$ cat config.mk
export PLATFORM = sky130hd
export DESIGN_NAME = adc_seq_ctrl
export DESIGN_NICKNAME = d
export VERILOG_FILES = /design/src/rtl/adc_seq_pkg.sv /design/src/rtl/adc_seq_sched.sv /design/src/rtl/adc_seq_result.sv /design/src/rtl/adc_seq_inj.sv /design/src/rtl/adc_seq_ctrl.sv
export SDC_FILE = /design/constraint.sdc
export NUM_CORES = 1
export LEC_CHECK = 0
export ABC_AREA = 1
export BUFFER_PORTS_ARGS = -buffer_cell sky130_fd_sc_hd__buf_2
export CORE_UTILIZATION = 40
export CTS_CLUSTER_SIZE = 28
export DETAILED_ROUTE_END_ITERATION = 10
export PLACE_DENSITY_LB_ADDON = 0.2
export SKIP_CTS_REPAIR_TIMING = 1
export SYNTH_ARGS = -nofsm -noshare
export SYNTH_HDL_FRONTEND = slang
export SYNTH_SLANG_ARGS = --single-unit
$ cat constraint.sdc
create_clock -name clk -period 2 [get_ports clk]
set_clock_uncertainty 0.2 [all_clocks]
set_input_delay 0.1 -clock clk [delete_from_list [all_inputs] [get_ports clk]]
set_output_delay 0.1 -clock clk [all_outputs]
set_load 0.05 [all_outputs]
$ cat src/rtl/adc_seq_pkg.sv
package adc_seq_pkg;
  typedef enum logic [1:0] {
    ST_IDLE = 2'd0,
    ST_NEXT = 2'd1,
    ST_CONV = 2'd2,
    ST_HOLD = 2'd3
  } seq_state_e;
endpackage

$ cat src/rtl/adc_seq_sched.sv
module adc_seq_sched #(
  parameter int NUM_CH = 16,
  localparam int CW = $clog2(NUM_CH)
) (
  input  logic          clk,
  input  logic          rst_n,
  input  logic          load,
  input  logic [CW-1:0] load_ch,
  input  logic          load_scan,
  input  logic          adv,
  output logic [CW-1:0] cur_ch,
  output logic          scan,
  output logic          wrap_now,
  output logic          pass_end
);
  logic [CW-1:0] start_q, start_d, cur_q, cur_d, step_ch;
  logic          scan_q, scan_d, pend_q, pend_d;

  always_comb begin
    wrap_now = !scan_q || (cur_q == '0);
    if (!scan_q)           step_ch = cur_q;
    else if (cur_q == '0)  step_ch = start_q;
    else                   step_ch = cur_q - 1'b1;
  end

  always_comb begin
    start_d = start_q;
    cur_d   = cur_q;
    scan_d  = scan_q;
    pend_d  = pend_q;
    if (load) begin
      start_d = load_ch;
      cur_d   = load_ch;
      scan_d  = load_scan;
      pend_d  = 1'b0;
    end else if (adv) begin
      cur_d  = step_ch;
      pend_d = wrap_now;
    end
  end

  always_ff @(posedge clk or negedge rst_n) begin
    if (!rst_n) begin
      start_q <= '0;
      cur_q   <= '0;
      scan_q  <= 1'b0;
      pend_q  <= 1'b0;
    end else if (load || adv) begin
      start_q <= start_d;
      cur_q   <= cur_d;
      scan_q  <= scan_d;
      pend_q  <= pend_d;
    end
  end

  assign cur_ch   = cur_q;
  assign scan     = scan_q;
  assign pass_end = pend_q;

  // a scan never leaves the window [0, start]
  a_r3_in_window: assert property (@(posedge clk) disable iff (!rst_n)
    scan_q |-> (cur_q <= start_q));

  // a mid-pass step goes down by exactly one
  a_r3_step_down: assert property (@(posedge clk) disable iff (!rst_n)
    (adv && !load && scan_q && cur_q != '0) |=> (cur_q == $past(cur_q) - 1'b1));
endmodule

$ cat src/rtl/adc_seq_result.sv
module adc_seq_result #(
  parameter int NUM_CH = 16,
  parameter int DW     = 10,
  localparam int CW    = $clog2(NUM_CH)
) (
  input  logic          clk,
  input  logic          rst_n,
  input  logic          wr_en,
  input  logic [DW-1:0] wr_data,
  input  logic [CW-1:0] wr_chan,
  input  logic          rd_en,
  input  logic          wait_en,
  output logic          park,
  output logic          parked,
  output logic [DW-1:0] res_data,
  output logic [CW-1:0] res_chan,
  output logic          res_valid,
  output logic          ovr_irq
);
  logic [DW-1:0] data_q, data_d, hold_data_q;
  logic [CW-1:0] chan_q, chan_d, hold_chan_q;
  logic          valid_q, valid_d, full_q, full_d, irq_q, irq_d;
  logic          collide, load_new, load_hold, res_en;

  always_comb begin
    collide   = wr_en && valid_q && !rd_en;
    park      = collide && wait_en;
    irq_d     = collide && !wait_en;
    load_new  = wr_en && !park;
    load_hold = rd_en && full_q && !wr_en;
    res_en    = load_new || load_hold;
    data_d    = load_new ? wr_data : hold_data_q;
    chan_d    = load_new ? wr_chan : hold_chan_q;
    if (res_en)      valid_d = 1'b1;
    else if (rd_en)  valid_d = 1'b0;
    else             valid_d = valid_q;
    if (park)        full_d = 1'b1;
    else if (rd_en)  full_d = 1'b0;
    else             full_d = full_q;
  end

  always_ff @(posedge clk or negedge rst_n) begin
    if (!rst_n) begin
      valid_q <= 1'b0;
      full_q  <= 1'b0;
      irq_q   <= 1'b0;
    end else begin
      valid_q <= valid_d;
      full_q  <= full_d;
      irq_q   <= irq_d;
    end
  end

  always_ff @(posedge clk or negedge rst_n) begin
    if (!rst_n) begin
      data_q <= '0;
      chan_q <= '0;
    end else if (res_en) begin
      data_q <= data_d;
      chan_q <= chan_d;
    end
  end

  always_ff @(posedge clk or negedge rst_n) begin
    if (!rst_n) begin
      hold_data_q <= '0;
      hold_chan_q <= '0;
    end else if (park) begin
      hold_data_q <= wr_data;
      hold_chan_q <= wr_chan;
    end
  end

  assign parked    = full_q;
  assign res_data  = data_q;
  assign res_chan  = chan_q;
  assign res_valid = valid_q;
  assign ovr_irq   = irq_q;

  // a held entry implies the visible register is still unread
  a_r6_hold_behind_valid: assert property (@(posedge clk) disable iff (!rst_n)
    full_q |-> valid_q);

  // nothing is written while an entry is held
  a_r6_no_write_parked: assert property (@(posedge clk) disable iff (!rst_n)
    full_q |-> !wr_en);

  // an overrun pulse only follows an unread register
  a_r5_ovr_on_unread: assert property (@(posedge clk) disable iff (!rst_n)
    irq_q |-> $past(valid_q));
endmodule

$ cat src/rtl/adc_seq_inj.sv
module adc_seq_inj #(
  parameter int NUM_CH = 16,
  parameter int DW     = 10,
  localparam int CW    = $clog2(NUM_CH)
) (
  input  logic          clk,
  input  logic          rst_n,
  input  logic          req,
  input  logic [CW-1:0] req_ch,
  input  logic          accept_en,
  input  logic          take,
  input  logic          clr,
  input  logic          wr,
  input  logic [DW-1:0] wr_data,
  output logic          pend,
  output logic [CW-1:0] pend_ch,
  output logic [DW-1:0] res_data,
  output logic [CW-1:0] res_chan,
  output logic          upd
);
  logic          pend_q, pend_d, set, upd_q;
  logic [CW-1:0] pch_q, pch_d, fly_q, rch_q;
  logic [DW-1:0] rdat_q;

  always_comb begin
    set    = req && accept_en && !pend_q;
    pend_d = set || (pend_q && !take && !clr);
    pch_d  = set ? req_ch : pch_q;
  end

  always_ff @(posedge clk or negedge rst_n) begin
    if (!rst_n) begin
      pend_q <= 1'b0;
      pch_q  <= '0;
      upd_q  <= 1'b0;
    end else begin
      pend_q <= pend_d;
      pch_q  <= pch_d;
      upd_q  <= wr;
    end
  end

  always_ff @(posedge clk or negedge rst_n) begin
    if (!rst_n)    fly_q <= '0;
    else if (take) fly_q <= pch_q;
  end

  always_ff @(posedge clk or negedge rst_n) begin
    if (!rst_n) begin
      rdat_q <= '0;
      rch_q  <= '0;
    end else if (wr) begin
      rdat_q <= wr_data;
      rch_q  <= fly_q;
    end
  end

  assign pend     = pend_q;
  assign pend_ch  = pch_q;
  assign res_data = rdat_q;
  assign res_chan = rch_q;
  assign upd      = upd_q;

  // a launch only ever consumes a pending request
  a_r8_take_has_pend: assert property (@(posedge clk) disable iff (!rst_n)
    take |-> pend_q);

  // an idle sequencer holds no request
  a_r9_idle_no_pend: assert property (@(posedge clk) disable iff (!rst_n)
    clr |=> !pend_q);
endmodule

$ cat src/rtl/adc_seq_ctrl.sv
module adc_seq_ctrl
  import adc_seq_pkg::*;
#(
  parameter int NUM_CH = 16,
  parameter int DW     = 10,
  localparam int CW    = $clog2(NUM_CH)
) (
  input  logic          clk,
  input  logic          rst_n,
  input  logic [1:0]    cfg_mode,
  input  logic [CW-1:0] cfg_chan,
  input  logic          cfg_start,
  input  logic          cfg_wait_en,
  output logic          busy,
  input  logic          res_rd,
  output logic [DW-1:0] res_data,
  output logic [CW-1:0] res_chan,
  output logic          res_valid,
  output logic          irq_ovr,
  input  logic          inj_req,
  input  logic [CW-1:0] inj_chan,
  output logic [DW-1:0] inj_res_data,
  output logic [CW-1:0] inj_res_chan,
  output logic          inj_res_upd,
  output logic          eng_start,
  output logic [CW-1:0] eng_chan,
  input  logic          eng_done,
  input  logic [DW-1:0] eng_data
);
  seq_state_e    st_q, st_d;
  logic          more_q, more_d, fly_q, fly_d;
  logic          sched_load, sched_adv, res_wr, inj_take, inj_wr;
  logic          cont_live, idle;
  logic [CW-1:0] cur_ch, pend_ch;
  logic          scan, wrap_now, pass_end, res_park, res_parked, inj_pend;

  assign cont_live = cfg_mode[0];
  assign idle      = (st_q == ST_IDLE);

  adc_seq_sched #(.NUM_CH(NUM_CH)) u_sched (
    .clk(clk), .rst_n(rst_n),
    .load(sched_load), .load_ch(cfg_chan), .load_scan(cfg_mode[1]),
    .adv(sched_adv),
    .cur_ch(cur_ch), .scan(scan), .wrap_now(wrap_now), .pass_end(pass_end)
  );

  adc_seq_result #(.NUM_CH(NUM_CH), .DW(DW)) u_result (
    .clk(clk), .rst_n(rst_n),
    .wr_en(res_wr), .wr_data(eng_data), .wr_chan(cur_ch),
    .rd_en(res_rd), .wait_en(cfg_wait_en),
    .park(res_park), .parked(res_parked),
    .res_data(res_data), .res_chan(res_chan), .res_valid(res_valid),
    .ovr_irq(irq_ovr)
  );

  adc_seq_inj #(.NUM_CH(NUM_CH), .DW(DW)) u_inj (
    .clk(clk), .rst_n(rst_n),
    .req(inj_req), .req_ch(inj_chan),
    .accept_en(!idle && cont_live),
    .take(inj_take), .clr(idle),
    .wr(inj_wr), .wr_data(eng_data),
    .pend(inj_pend), .pend_ch(pend_ch),
    .res_data(inj_res_data), .res_chan(inj_res_chan), .upd(inj_res_upd)
  );

  always_comb begin
    st_d       = st_q;
    more_d     = more_q;
    fly_d      = fly_q;
    sched_load = 1'b0;
    sched_adv  = 1'b0;
    res_wr     = 1'b0;
    inj_take   = 1'b0;
    inj_wr     = 1'b0;
    eng_start  = 1'b0;
    unique case (st_q)
      ST_IDLE: begin
        if (cfg_start) begin
          sched_load = 1'b1;
          more_d     = 1'b1;
          st_d       = ST_NEXT;
        end
      end
      ST_NEXT: begin
        eng_start = 1'b1;
        inj_take  = inj_pend;
        fly_d     = inj_pend;
        st_d      = ST_CONV;
      end
      ST_CONV: begin
        if (eng_done) begin
          if (fly_q) begin
            inj_wr = 1'b1;
            more_d = cont_live || (scan && !pass_end);
          end else begin
            res_wr    = 1'b1;
            sched_adv = 1'b1;
            more_d    = cont_live || !wrap_now;
          end
          if (!fly_q && res_park) st_d = ST_HOLD;
          else if (more_d)        st_d = ST_NEXT;
          else                    st_d = ST_IDLE;
        end
      end
      ST_HOLD: begin
        if (res_rd) st_d = more_q ? ST_NEXT : ST_IDLE;
      end
      default: st_d = ST_IDLE;
    endcase
  end

  always_ff @(posedge clk or negedge rst_n) begin
    if (!rst_n) begin
      st_q   <= ST_IDLE;
      more_q <= 1'b0;
      fly_q  <= 1'b0;
    end else begin
      st_q   <= st_d;
      more_q <= more_d;
      fly_q  <= fly_d;
    end
  end

  assign busy     = !idle;
  assign eng_chan = inj_pend ? pend_ch : cur_ch;

  // requests to the engine are single-cycle pulses
  a_r1_start_pulse: assert property (@(posedge clk) disable iff (!rst_n)
    eng_start |=> !eng_start);

  // no engine request while a result is held
  a_r6_no_start_held: assert property (@(posedge clk) disable iff (!rst_n)
    res_parked |-> !eng_start);

  // a sequence only ends on a completion or a read
  a_r10_end_cause: assert property (@(posedge clk) disable iff (!rst_n)
    $fell(busy) |-> $past(eng_done || res_rd));

  // nothing is requested while idle
  a_r11_idle_quiet: assert property (@(posedge clk) disable iff (!rst_n)
    !busy |-> !eng_start);
endmodule

==> out/qor.csv <==
metric,value,unit
status,"complete, no violations",
track_usage,0.184,
ff_latch_area,0.00173,mm^2
start_kind,flip-flop,
antenna_found_initial,0,
yosysTopAreaCellShare,0.558,
grt_pass1_wl,11700,um
rows,31,
slew-limit-headroom,0.758,
syn_to_final_growth,28.9,%
yosys-top-cells-count,"nand2_1, dfrtp_1, nand3_1, o21ai_0, inv_1",
place_hpwl,4910,um
max_cap_viol_count,0,
syn_area,0.00309,mm^2
worst_pin_slew,0.362,ns
drive_above_1_share,0.248,
ys_ff_latch,69,
synth_area_per_cell,8.81,um^2
clkPwrFrac,0.171,
p_comb_frac,0.468,
cts_tree,yes,
gp_congestion,0.904,
grt-ovfl-total,0,
fin_crit_sh,0.873,
nNetsFinal,474,
path_max_fanout,14,
insertion_delay,0.34,ns
synth_edf_count,0,
clockBufferDepth,2,
vias,2638,
drc,0,
antennaDiodeCount,0,
fin_crit,1.75,ns
switchingPower,3220,uW
die-height,89.9,um
p_leak,0.00208,uW
drtAntennaViolNets,0,
initialDrtViolationCount,118,
vdd_ir_drop_max,0.965,mV
hold_viol,0,
max_freq,0.573,GHz
yosys_warnings,0,
synth_cell_types,26,
synthArstFlopShare,1.00,
yosysTopAreaCell,dfrtp_1,
syn_inst,351,
power,6690,uW
sw_frac_of_total,0.482,
routed_wl,6920,um
crit_type,reg -> reg,
ios,64,
synth_most_common_cell,nand2_1,
drv_slew,0,
firstDrtPassIters,7,
required,2.07,ns
rsz0062_at_grt,no,
port_buffers,63,
synth_nets,379,
cts_buffers,9,
hold_class,in -> reg,
root_buffer,clkbuf_8,
final-setup-viol-count,0,
fin_tns_setup,0,ns
die_w,89.9,um
clkTransAtPathRegs,0.08,ns
p_int,3460,uW
pwr-share-seq,0.361,
drt-wirelength-per-cell,12.6,um
fill_cells,742,
start_util,0.420,
cts.sinks,69,
grt_start_max_net_pins,70,
ys_seq_area_frac,0.558,
arrival,1.82,ns
p_per_area,1680,mW/mm^2
end_kind,flip-flop,
dieArea,0.00809,mm^2
synthFlopType,dfrtp_1,
htreeDepth,3,
multi_input_area,0.00115,mm^2
core,0.00737,mm^2
synth_area_leaders,"dfrtp_1, nand2_1, nand3_1, o21ai_0, inv_1",
avgViaCountPerCell,4.80,
grt_pass1_vias,2528,
## critical path, stage by stage, from the launching register on
cell,delay (ns)
dfrtp_1,0.47
nand2_4,0.15
inv_2,0.06
nand2_1,0.08
nand3_2,0.23
inv_2,0.31
nand2_1,0.09
nand3_1,0.09
## cells by family after synthesis
| family | Yosys count | share of synthesized area |
|---|---|---|
| flops | 69 | 0.558 |
| compound gates | 57 | 0.0939 |
| fa+ha+maj | 1 | 0.00404 |
| buf+inv | 52 | 0.0720 |
| simple gates | 171 | 0.268 |
| mux | 1 | 0.00364 |
## final timing paths
kind / from / endpoint / slack (ns) / depth (start not counted)
worst max register to register: st_q[1] / u_result.res_data[3] / 0.25 / 7
worst min-delay path: inj_req / u_inj.pend_ch[1] / 0.02 / 3
worst min register to register: u_inj.res_data[4] / u_inj.res_data[4] / 0.28 / 2
min in group asynchronous: rst_n / u_inj.res_data[7] / 0.09 / 3
worst max-delay path: st_q[1] / u_result.res_data[3] / 0.25 / 7
max in group asynchronous: rst_n / u_sched.start_q[0] / 1.20 / 3
## area by class of cell
cell class                      instances  share of cell area
Inverter                               39              0.0367
Sequential cell                        69               0.433
Clock buffer                           10              0.0320
Clock inverter                          6              0.0179
Timing Repair Buffer                   97               0.162
Multi-Input combinational cell        230               0.287
Tap cell                               99              0.0311
## metal layers
metal | vias up | global-route usage | share of wire
met2 | 86 | 0.274 | 0.43
met3 | 17 | 0.0381 | 0.052
met1 | 1208 | 0.248 | 0.48
met4 | 0 | 0.110 | 0.036
met5 | - | 0 | 0
li1 | 1327 | - | -
## flip-flops by register name, indices dropped and copies added, names as in the netlist, 4 cells and up
signal	flops
u_inj.fly_q	4
u_inj.pend_ch	4
u_inj.res_chan	4
u_inj.res_data	10
u_result.hold_chan_q	4
u_result.hold_data_q	10
u_result.res_chan	4
u_result.res_data	10
u_sched.cur_ch	4
u_sched.start_q	4
## cells in the final DEF (no fill, tap or decap), types with 2 or more instances in the layout
cell / count
clkbuf_8: 9
inv_6: 2
nand2_4: 2
buf_4: 8
nand3_1: 44
inv_1: 33
o21ai_0: 36
a21oi_1: 7
inv_2: 6
nand2_2: 2
nor3_1: 2
dlygate4sd3_1: 25
o21ai_1: 12
nand3b_1: 2
nor2_1: 17
clkinvlp_4: 2
nand3_2: 10
dfrtp_1: 69
nand2_1: 87
buf_2: 63
## power by group through the flow
stage / sequential (uW) / combinational, uW / clock [uW]
after floorplan: 3250 / 1510 / 0
after global placement: 2430 / 3070 / 0
after detailed placement: 2450 / 3110 / 0
after CTS: 2420 / 3120 / 1180
after global routing: 2500 / 3440 / 1230
final: 2410 / 3130 / 1140
## metrics by stage
step                worst slack [ns]  utilization  hold WS, ns  std cells  area [um^2]
floorplan                     0.0149            -       -0.396        351         3100
global placement               0.310        0.480      -0.0447        509         3540
detailed placement             0.245        0.480      -0.0494        509         3540
CTS                            0.238        0.507       -0.430        525         3740
global route                   0.132        0.541       0.0557        550         3990
finish                         0.254        0.541       0.0227        550         3990
Note: power is estimated with default switching activity, not from simulation.
